--- src/rtl/dgs_pkg.sv ---
// Shared types for the dead-time gate sequencer.
// Assumes: two-valued encodings only; no other block depends on the codes.
package dgs_pkg;

    // Which output the inputs currently ask for.
    typedef enum logic [1:0] {
        TGT_NONE = 2'd0,
        TGT_HI   = 2'd1,
        TGT_LO   = 2'd2
    } tgt_t;

    // Sequencer phases.
    typedef enum logic [2:0] {
        ST_OFF     = 3'd0,
        ST_WAIT_HS = 3'd1,
        ST_HS_ON   = 3'd2,
        ST_WAIT_LS = 3'd3,
        ST_LS_ON   = 3'd4,
        ST_ERR     = 3'd5
    } seq_t;

    // Number of switch legs handled by the gap timers.
    localparam int unsigned NLEG = 2;

endpackage

--- src/rtl/dgs_fault_mon.sv ---
// Request decoder and ready-flag driver.
// Turns enable, floating flag, faults and PWM level into one target request.
// Registers the pulldown flag, which reset forces high.
// Assumes all inputs are already synchronous to clk.
module dgs_fault_mon
    import dgs_pkg::*;
(
    input  logic clk,
    input  logic rst_n,
    input  logic pwm_lvl,
    input  logic pwm_float,
    input  logic run_en,
    input  logic uv_flt,
    input  logic ot_flt,
    output tgt_t tgt,
    output logic pg_pull
);

    logic fault_any;
    logic run_ok;

    // Any fault, a disabled stage or a floating source suppresses both gates.
    always_comb begin
        fault_any = uv_flt | ot_flt;
        run_ok    = run_en & ~fault_any & ~pwm_float;
        if (!run_ok)
            tgt = TGT_NONE;
        else if (pwm_lvl)
            tgt = TGT_HI;
        else
            tgt = TGT_LO;
    end

    // Pulldown flag follows the fault inputs one edge later; reset holds it high.
    always_ff @(posedge clk) begin
        if (!rst_n)
            pg_pull <= 1'b1;
        else
            pg_pull <= fault_any;
    end

    AST_PG_SET: assert property (@(posedge clk) disable iff (!rst_n)
        (uv_flt || ot_flt) |=> pg_pull);
    AST_PG_CLEAR: assert property (@(posedge clk) disable iff (!rst_n)
        (!uv_flt && !ot_flt) |=> !pg_pull);

endmodule

--- src/rtl/dgs_gap_timer.sv ---
// Turn-on gap timer for one leg.
// Waits for the opposite gate's sensed-low bit, then counts HOLD_CYC edges.
// Flags a timeout when the bit stays low for TMO_CYC sampled cycles.
// Assumes HOLD_CYC >= 1 and TMO_CYC >= 1; 'clear' wins over 'active'.
module dgs_gap_timer #(
    parameter int unsigned HOLD_CYC = 3,
    parameter int unsigned TMO_CYC  = 16
) (
    input  logic clk,
    input  logic rst_n,
    input  logic clear,
    input  logic active,
    input  logic opp_low,
    output logic done,
    output logic tmo
);

    localparam int unsigned HW = (HOLD_CYC > 1) ? $clog2(HOLD_CYC) : 1;
    localparam int unsigned TW = (TMO_CYC > 1) ? $clog2(TMO_CYC) : 1;
    localparam logic [HW-1:0] HOLD_LAST = HW'(HOLD_CYC - 1);
    localparam logic [TW-1:0] TMO_LAST  = TW'(TMO_CYC - 1);

    logic          seen_q;
    logic [HW-1:0] hold_q;
    logic [TW-1:0] wait_q;

    // Completion and timeout are decoded from the counters and the live sense bit.
    always_comb begin
        done = seen_q && (hold_q == HOLD_LAST);
        tmo  = !seen_q && !opp_low && (wait_q == TMO_LAST);
    end

    // Two-phase count: wait for the sense report, then the fixed hold.
    always_ff @(posedge clk) begin
        if (!rst_n || clear) begin
            seen_q <= 1'b0;
            hold_q <= '0;
            wait_q <= '0;
        end else if (active) begin
            if (!seen_q) begin
                if (opp_low)
                    seen_q <= 1'b1;
                else if (wait_q != TMO_LAST)
                    wait_q <= wait_q + 1'b1;
            end else if (hold_q != HOLD_LAST) begin
                hold_q <= hold_q + 1'b1;
            end
        end
    end

    AST_HOLD_NEEDS_SEEN: assert property (@(posedge clk) disable iff (!rst_n)
        (active && !clear && !seen_q && !opp_low) |=> (hold_q == '0));

endmodule

--- src/rtl/dgs_fsm.sv ---
// Gate sequencing state machine.
// Accepts a turn-on request, holds it until the leg's gap timer completes, and drives
// registered gate outputs. A timeout moves it to a sticky error state.
// Assumes one gap timer per leg: index 0 gates the upper output, index 1 the lower.
module dgs_fsm
    import dgs_pkg::*;
(
    input  logic            clk,
    input  logic            rst_n,
    input  tgt_t            tgt,
    input  logic [NLEG-1:0] gap_done,
    input  logic [NLEG-1:0] gap_tmo,
    output logic [NLEG-1:0] gap_clr,
    output logic [NLEG-1:0] gap_act,
    output logic            hs_q,
    output logic            ls_q,
    output logic            err_q
);

    seq_t st_q;
    seq_t st_d;

    // Next phase: error is sticky, no request aborts, accepted requests complete.
    always_comb begin
        st_d = st_q;
        if (st_q == ST_ERR) begin
            st_d = ST_ERR;
        end else if (tgt == TGT_NONE) begin
            st_d = ST_OFF;
        end else begin
            case (st_q)
                ST_OFF:     st_d = (tgt == TGT_HI) ? ST_WAIT_HS : ST_WAIT_LS;
                ST_WAIT_HS: begin
                    if (gap_tmo[0])       st_d = ST_ERR;
                    else if (gap_done[0]) st_d = ST_HS_ON;
                end
                ST_HS_ON:   if (tgt == TGT_LO) st_d = ST_WAIT_LS;
                ST_WAIT_LS: begin
                    if (gap_tmo[1])       st_d = ST_ERR;
                    else if (gap_done[1]) st_d = ST_LS_ON;
                end
                ST_LS_ON:   if (tgt == TGT_HI) st_d = ST_WAIT_HS;
                default:    st_d = ST_ERR;
            endcase
        end
    end

    // Timer controls: clear on entering a wait phase, count while in it.
    always_comb begin
        gap_clr[0] = (st_d == ST_WAIT_HS) && (st_q != ST_WAIT_HS);
        gap_clr[1] = (st_d == ST_WAIT_LS) && (st_q != ST_WAIT_LS);
        gap_act[0] = (st_q == ST_WAIT_HS);
        gap_act[1] = (st_q == ST_WAIT_LS);
    end

    // Phase register and glitch-free registered gate outputs.
    always_ff @(posedge clk) begin
        if (!rst_n) begin
            st_q  <= ST_OFF;
            hs_q  <= 1'b0;
            ls_q  <= 1'b0;
            err_q <= 1'b0;
        end else begin
            st_q  <= st_d;
            hs_q  <= (st_d == ST_HS_ON);
            ls_q  <= (st_d == ST_LS_ON);
            err_q <= (st_d == ST_ERR);
        end
    end

    AST_NO_OVERLAP: assert property (@(posedge clk) disable iff (!rst_n)
        !(hs_q && ls_q));
    AST_HS_RISE_AFTER_LS_OFF: assert property (@(posedge clk) disable iff (!rst_n)
        $rose(hs_q) |-> $past(!ls_q));
    AST_LS_RISE_AFTER_HS_OFF: assert property (@(posedge clk) disable iff (!rst_n)
        $rose(ls_q) |-> $past(!hs_q));
    AST_ERR_STICKY: assert property (@(posedge clk) disable iff (!rst_n)
        err_q |=> (err_q && !hs_q && !ls_q));

endmodule

--- src/rtl/deadtime_gate_seq.sv ---
// Adaptive dead-time gate sequencer for a complementary switch pair.
// Upper/lower gate enables never overlap; each turn-on waits for the opposite
// gate's sensed-low report plus HOLD_CYC cycles. Faults, enable low and a floating
// PWM source force both gates off.
// Assumes every input is synchronous to clk.
module deadtime_gate_seq #(
    parameter int unsigned HOLD_CYC = 3,
    parameter int unsigned TMO_CYC  = 16
) (
    input  logic clk,
    input  logic rst_n,
    input  logic pwm_lvl,
    input  logic pwm_float,
    input  logic run_en,
    input  logic uv_flt,
    input  logic ot_flt,
    input  logic hs_low_sns,
    input  logic ls_low_sns,
    output logic hs_gate,
    output logic ls_gate,
    output logic pg_pull,
    output logic sense_err
);

    import dgs_pkg::*;

    tgt_t            tgt;
    logic [NLEG-1:0] gap_clr;
    logic [NLEG-1:0] gap_act;
    logic [NLEG-1:0] gap_done;
    logic [NLEG-1:0] gap_tmo;
    logic [NLEG-1:0] opp_low;

    // Leg 0 (upper turn-on) watches the lower gate; leg 1 watches the upper gate.
    assign opp_low = {hs_low_sns, ls_low_sns};

    dgs_fault_mon u_mon (
        .clk       (clk),
        .rst_n     (rst_n),
        .pwm_lvl   (pwm_lvl),
        .pwm_float (pwm_float),
        .run_en    (run_en),
        .uv_flt    (uv_flt),
        .ot_flt    (ot_flt),
        .tgt       (tgt),
        .pg_pull   (pg_pull)
    );

    for (genvar g = 0; g < NLEG; g++) begin : g_leg
        dgs_gap_timer #(
            .HOLD_CYC (HOLD_CYC),
            .TMO_CYC  (TMO_CYC)
        ) u_gap (
            .clk     (clk),
            .rst_n   (rst_n),
            .clear   (gap_clr[g]),
            .active  (gap_act[g]),
            .opp_low (opp_low[g]),
            .done    (gap_done[g]),
            .tmo     (gap_tmo[g])
        );
    end

    dgs_fsm u_fsm (
        .clk      (clk),
        .rst_n    (rst_n),
        .tgt      (tgt),
        .gap_done (gap_done),
        .gap_tmo  (gap_tmo),
        .gap_clr  (gap_clr),
        .gap_act  (gap_act),
        .hs_q     (hs_gate),
        .ls_q     (ls_gate),
        .err_q    (sense_err)
    );

    AST_EN_LOW_OFF: assert property (@(posedge clk) disable iff (!rst_n)
        !run_en |=> (!hs_gate && !ls_gate));
    AST_FLOAT_OFF: assert property (@(posedge clk) disable iff (!rst_n)
        pwm_float |=> (!hs_gate && !ls_gate));
    AST_FAULT_OFF: assert property (@(posedge clk) disable iff (!rst_n)
        (uv_flt || ot_flt) |=> (!hs_gate && !ls_gate));
    AST_HS_NEEDS_SENSE: assert property (@(posedge clk) disable iff (!rst_n)
        $rose(hs_gate) |-> $past(!ls_gate, 2));

endmodule

--- config.mk ---
export PLATFORM = sky130hd
export DESIGN_NAME = deadtime_gate_seq
export DESIGN_NICKNAME = d
export VERILOG_FILES = /design/src/rtl/dgs_pkg.sv /design/src/rtl/dgs_fault_mon.sv /design/src/rtl/dgs_gap_timer.sv /design/src/rtl/dgs_fsm.sv /design/src/rtl/deadtime_gate_seq.sv
export SDC_FILE = /design/constraint.sdc
export NUM_CORES = 1
export LEC_CHECK = 0
export ABC_AREA = 1
export BUFFER_PORTS_ARGS = -buffer_cell sky130_fd_sc_hd__buf_2
export CAP_MARGIN = 0
export CORE_MARGIN = 2
export CORE_UTILIZATION = 27
export CTS_CLUSTER_DIAMETER = 150
export DETAILED_ROUTE_END_ITERATION = 10
export PLACE_DENSITY_LB_ADDON = 0.3
export RECOVER_POWER = 50
export SLEW_MARGIN = 20
export SYNTH_ARGS = -nofsm -noshare
export SYNTH_HDL_FRONTEND = slang
export SYNTH_SLANG_ARGS = --single-unit
--- constraint.sdc ---
create_clock -name clk -period 1.2 [get_ports clk]
set_input_delay 0.12 -clock clk [delete_from_list [all_inputs] [get_ports clk]]
set_output_delay 0.12 -clock clk [all_outputs]
set_load 0.05 [all_outputs]
==> impl_metrics.json <==
{
  "final_layout_size_suffix_gt1_share_pct": 49.0,
  "grt_setup_unrepaired": "yes",
  "worst_setup_path_end_kind": "flop",
  "peakVddDrop_mv": 0.544,
  "hpwlAfterDp_um": 1660,
  "worst_ep_required_time_ns": 1.36,
  "synthesis.instances": 155,
  "holdCritPathClass": "input port to flop",
  "ant_nets": 0,
  "multi_input_gate_area_um2": 703,
  "overflow": 0,
  "grt.total_usage_pct": 10.6,
  "syn_to_final_growth_pct": 45.4,
  "start_util_pct": 27.9,
  "drcViolationCount": 0,
  "setup_tns_ns": -2.86,
  "die-height_um": 68.1,
  "core_region_area_um2": 3970,
  "p_leak_nw": 0.723,
  "final_core_util_pct": 40.6,
  "final-seq-area_um2": 435,
  "grt_start_max_net_pins": 12,
  "yosys_register_bits": 21,
  "wl_um": 2220,
  "io_buf_count": 12,
  "clock_latency_ns": 0.26,
  "cp_max_fo": 7,
  "relSlewSlack_pct": 81.5,
  "setup_viol": 19,
  "synthXorXnorAreaFrac_pct": 6.31,
  "synth_top_area_cell": "sky130_fd_sc_hd__dfxtp_1",
  "synth-seq-area-share_pct": 37.9,
  "tritoncts": "built",
  "nNetsFinal": 212,
  "drt-wirelength-per-cell_um": 8.94,
  "drt-pass1-iter-count": 4,
  "diodes": 0,
  "fp.dieArea_um2": 4640,
  "synth-compound-area-share_pct": 5.75,
  "failing_checks": "negative setup slack",
  "top_level_port_count": 13,
  "cts_root_buf": "sky130_fd_sc_hd__clkbuf_8",
  "tritoncts.num_buffers": 3,
  "detail_route.iter0.violations": 9,
  "clock_tree.buffer_depth": 2,
  "place.gp.congestion": 0.786,
  "number_of_sinks_handled_by_clock_tree_synthesis": 21,
  "critical_path.startpoint_type": "flop",
  "synthDominantCellAreaShare_pct": 37.9,
  "synth.area.mux_share_pct": 2.03,
  "netlist_top_cells_area": "sky130_fd_sc_hd__dfxtp_1 38%, sky130_fd_sc_hd__nor2_1 12%, sky130_fd_sc_hd__nand2_1 8.5%",
  "yosysWarnings": 0,
  "synth.lib_cells_used.distinct": 21,
  "adder_and_majority_cell_fraction_of_the_synthesized_area_pct": 4.51,
  "setup_ws_ns": -0.188,
  "std_cell_rows": 23,
  "number_of_max_cap_violations": 0,
  "fillerInstances": 419,
  "power.density_cell_area_nw_per_um2": 775,
  "worstSetupPathType": "flop to flop",
  "die-width_um": 68.1,
  "status": "finished with violations",
  "timing_hold_violations_final": 0,
  "grt_first_pass_wirelength_um": 3740,
  "timing.clock.skew_ns": 0.00761,
  "route.detailed.vias_per_inst": 4.11,
  "maxSlewViolCount": 0,
  "syn_avg_cell_area_um2": 7.16,
  "post_synth_and_or_nand_nor_area_fraction_pct": 34.7,
  "clk_pin_slew_worst_paths_ns": 0.08,
  "cts_hold_buf": 0,
  "synth_nets": 168,
  "cp.arrival_ns": 1.54,
  "final_min_period_over_clock_period_pct": 116,
  "tightestPinTransition_ns": 0.279,
  "syn-cell-area_um2": 1110,
  "via_total_after_detailed_routing": 1019,
  "first_global_vias": 957,
  "max_clock_freq_ghz": 0.721,
  "grt_antenna_before_repair": 0,
  "combinational_family_with_the_most_area_after_synthesis": "simple AND/OR/NAND/NOR gates",
  "finalCriticalPeriod_ns": 1.39,
  "clock_tree.htree_level_count": 1
}
[metrics by stage]
step / power [W] / setup WS (ns) / hold WS, ns / instances / cell area, µm²
floorplan: 0.000762 / -0.0776 / 0.189 / 155 / 1160
global placement: 0.000799 / -0.190 / 0.310 / 240 / 1460
detailed placement: 0.000799 / -0.182 / 0.315 / 240 / 1460
CTS: 0.00126 / -0.183 / 0.0332 / 247 / 1540
global route: 0.00130 / -0.286 / 0.0556 / 248 / 1610
finish: 0.00125 / -0.188 / 0.0331 / 248 / 1610
[critical path, cell delays in order, from the launching register on]
cell and delay, ns:
sky130_fd_sc_hd__dfxtp_4 0.37, sky130_fd_sc_hd__ha_4 0.13, sky130_fd_sc_hd__nand3_2 0.08, sky130_fd_sc_hd__nor2_1 0.11
sky130_fd_sc_hd__o21ai_1 0.08, sky130_fd_sc_hd__nand2_1 0.09, sky130_fd_sc_hd__nand2_2 0.07, sky130_fd_sc_hd__nand2_4 0.08
sky130_fd_sc_hd__nand3_2 0.09, sky130_fd_sc_hd__nand2_4 0.11, sky130_fd_sc_hd__nor2_1 0.05
[cell usage in the layout, fill, tap and decap left out, types with 6 or more instances in the layout]
cell and count:
sky130_fd_sc_hd__nor2_2 9, sky130_fd_sc_hd__nand2_1 18, sky130_fd_sc_hd__dfxtp_2 6, sky130_fd_sc_hd__nand2_2 11, sky130_fd_sc_hd__inv_1 22, sky130_fd_sc_hd__dfxtp_1 13
sky130_fd_sc_hd__nor2_1 26, sky130_fd_sc_hd__buf_4 25, sky130_fd_sc_hd__nand3_2 7, sky130_fd_sc_hd__buf_2 11
[area by class of cell]
cell class | instances | area share [%]
well taps | 50 | 3.88
multi-input cells | 108 | 43.6
clock buffers | 4 | 2.79
repair buffers | 39 | 16.7
inverters | 26 | 6.05
flip-flops and latches | 21 | 27.0
[cells in the mapped netlist]
cell                        n
sky130_fd_sc_hd__mux2_2     2
sky130_fd_sc_hd__inv_2      2
sky130_fd_sc_hd__o21ai_2    1
sky130_fd_sc_hd__nand2_4    3
sky130_fd_sc_hd__nor2_2     1
sky130_fd_sc_hd__xor2_1     4
sky130_fd_sc_hd__nand3b_1   1
sky130_fd_sc_hd__nand3_2    3
sky130_fd_sc_hd__ha_1       4
sky130_fd_sc_hd__a21oi_1    7
sky130_fd_sc_hd__dfxtp_1   21
sky130_fd_sc_hd__nor2_4     1
sky130_fd_sc_hd__nor3_1     1
sky130_fd_sc_hd__xnor2_1    4
sky130_fd_sc_hd__nand3_1    7
sky130_fd_sc_hd__or2_1      1
sky130_fd_sc_hd__nor2_1    35
sky130_fd_sc_hd__nand2_1   25
sky130_fd_sc_hd__nand2_2    4
sky130_fd_sc_hd__o21ai_0    4
sky130_fd_sc_hd__inv_1     24
[registers in the layout, indices dropped and copies added (netlist names)]
| name | flops |
|---|---|
| g_leg.u_gap.wait_q | 8 |
| g_leg.u_gap.hold_q | 4 |
| u_fsm.st_q | 3 |
| g_leg.u_gap.seen_q | 2 |
| u_fsm.err_q | 1 |
| u_fsm.hs_q | 1 |
| u_fsm.ls_q | 1 |
| u_mon.pg_pull | 1 |
[cell families after synthesis]
group | Yosys count
buf+inv | 26
mux | 2
compound gates | 12
fa+ha+maj | 4
flops | 21
xor+xnor | 8
simple gates | 82
[routing by layer]
layer	track usage (%)	vias to the layer above	share of wire, %	routed length (µm)
met5	0	-	0	0
met4	6.75	0	2.7	59
met3	1.64	5	2.8	61
met2	17.4	14	44	986
met1	13.0	440	50	1110
li1	-	560	-	-
[path summary, 6_finish.rpt]
kind / endpoint / cells past startpoint / start / slack (ns)
min reg2reg: g_leg[0].u_gap.wait_q[3]$_SDFFE_PP0P_ / 2 / g_leg[0].u_gap.wait_q[3]$_SDFFE_PP0P_ / 0.54
max reg2reg: g_leg[0].u_gap.seen_q$_SDFFE_PP0P_ / 10 / g_leg[1].u_gap.wait_q[0]$_SDFFE_PP0P_ / -0.19
min: u_mon.pg_pull$_SDFF_PN1_ / 3 / uv_flt / 0.03
max: g_leg[0].u_gap.seen_q$_SDFFE_PP0P_ / 10 / g_leg[1].u_gap.wait_q[0]$_SDFFE_PP0P_ / -0.19
[timing repair]
item / 4_1_cts / 5_1_grt
setup buffers: 3 / 1
setup endpoints to repair: 20 / 20
resized for setup: 8 / 22
pin swaps: 9 / 4
[power by group]
part	switching [W]	internal [W]	total [W]
Clock	0.000226	0.000237	0.000463
Sequential	0.00000282	0.000695	0.000698
Combinational	0.0000528	0.0000368	0.0000897
No activity file was read; power rests on OpenSTA's default activity.
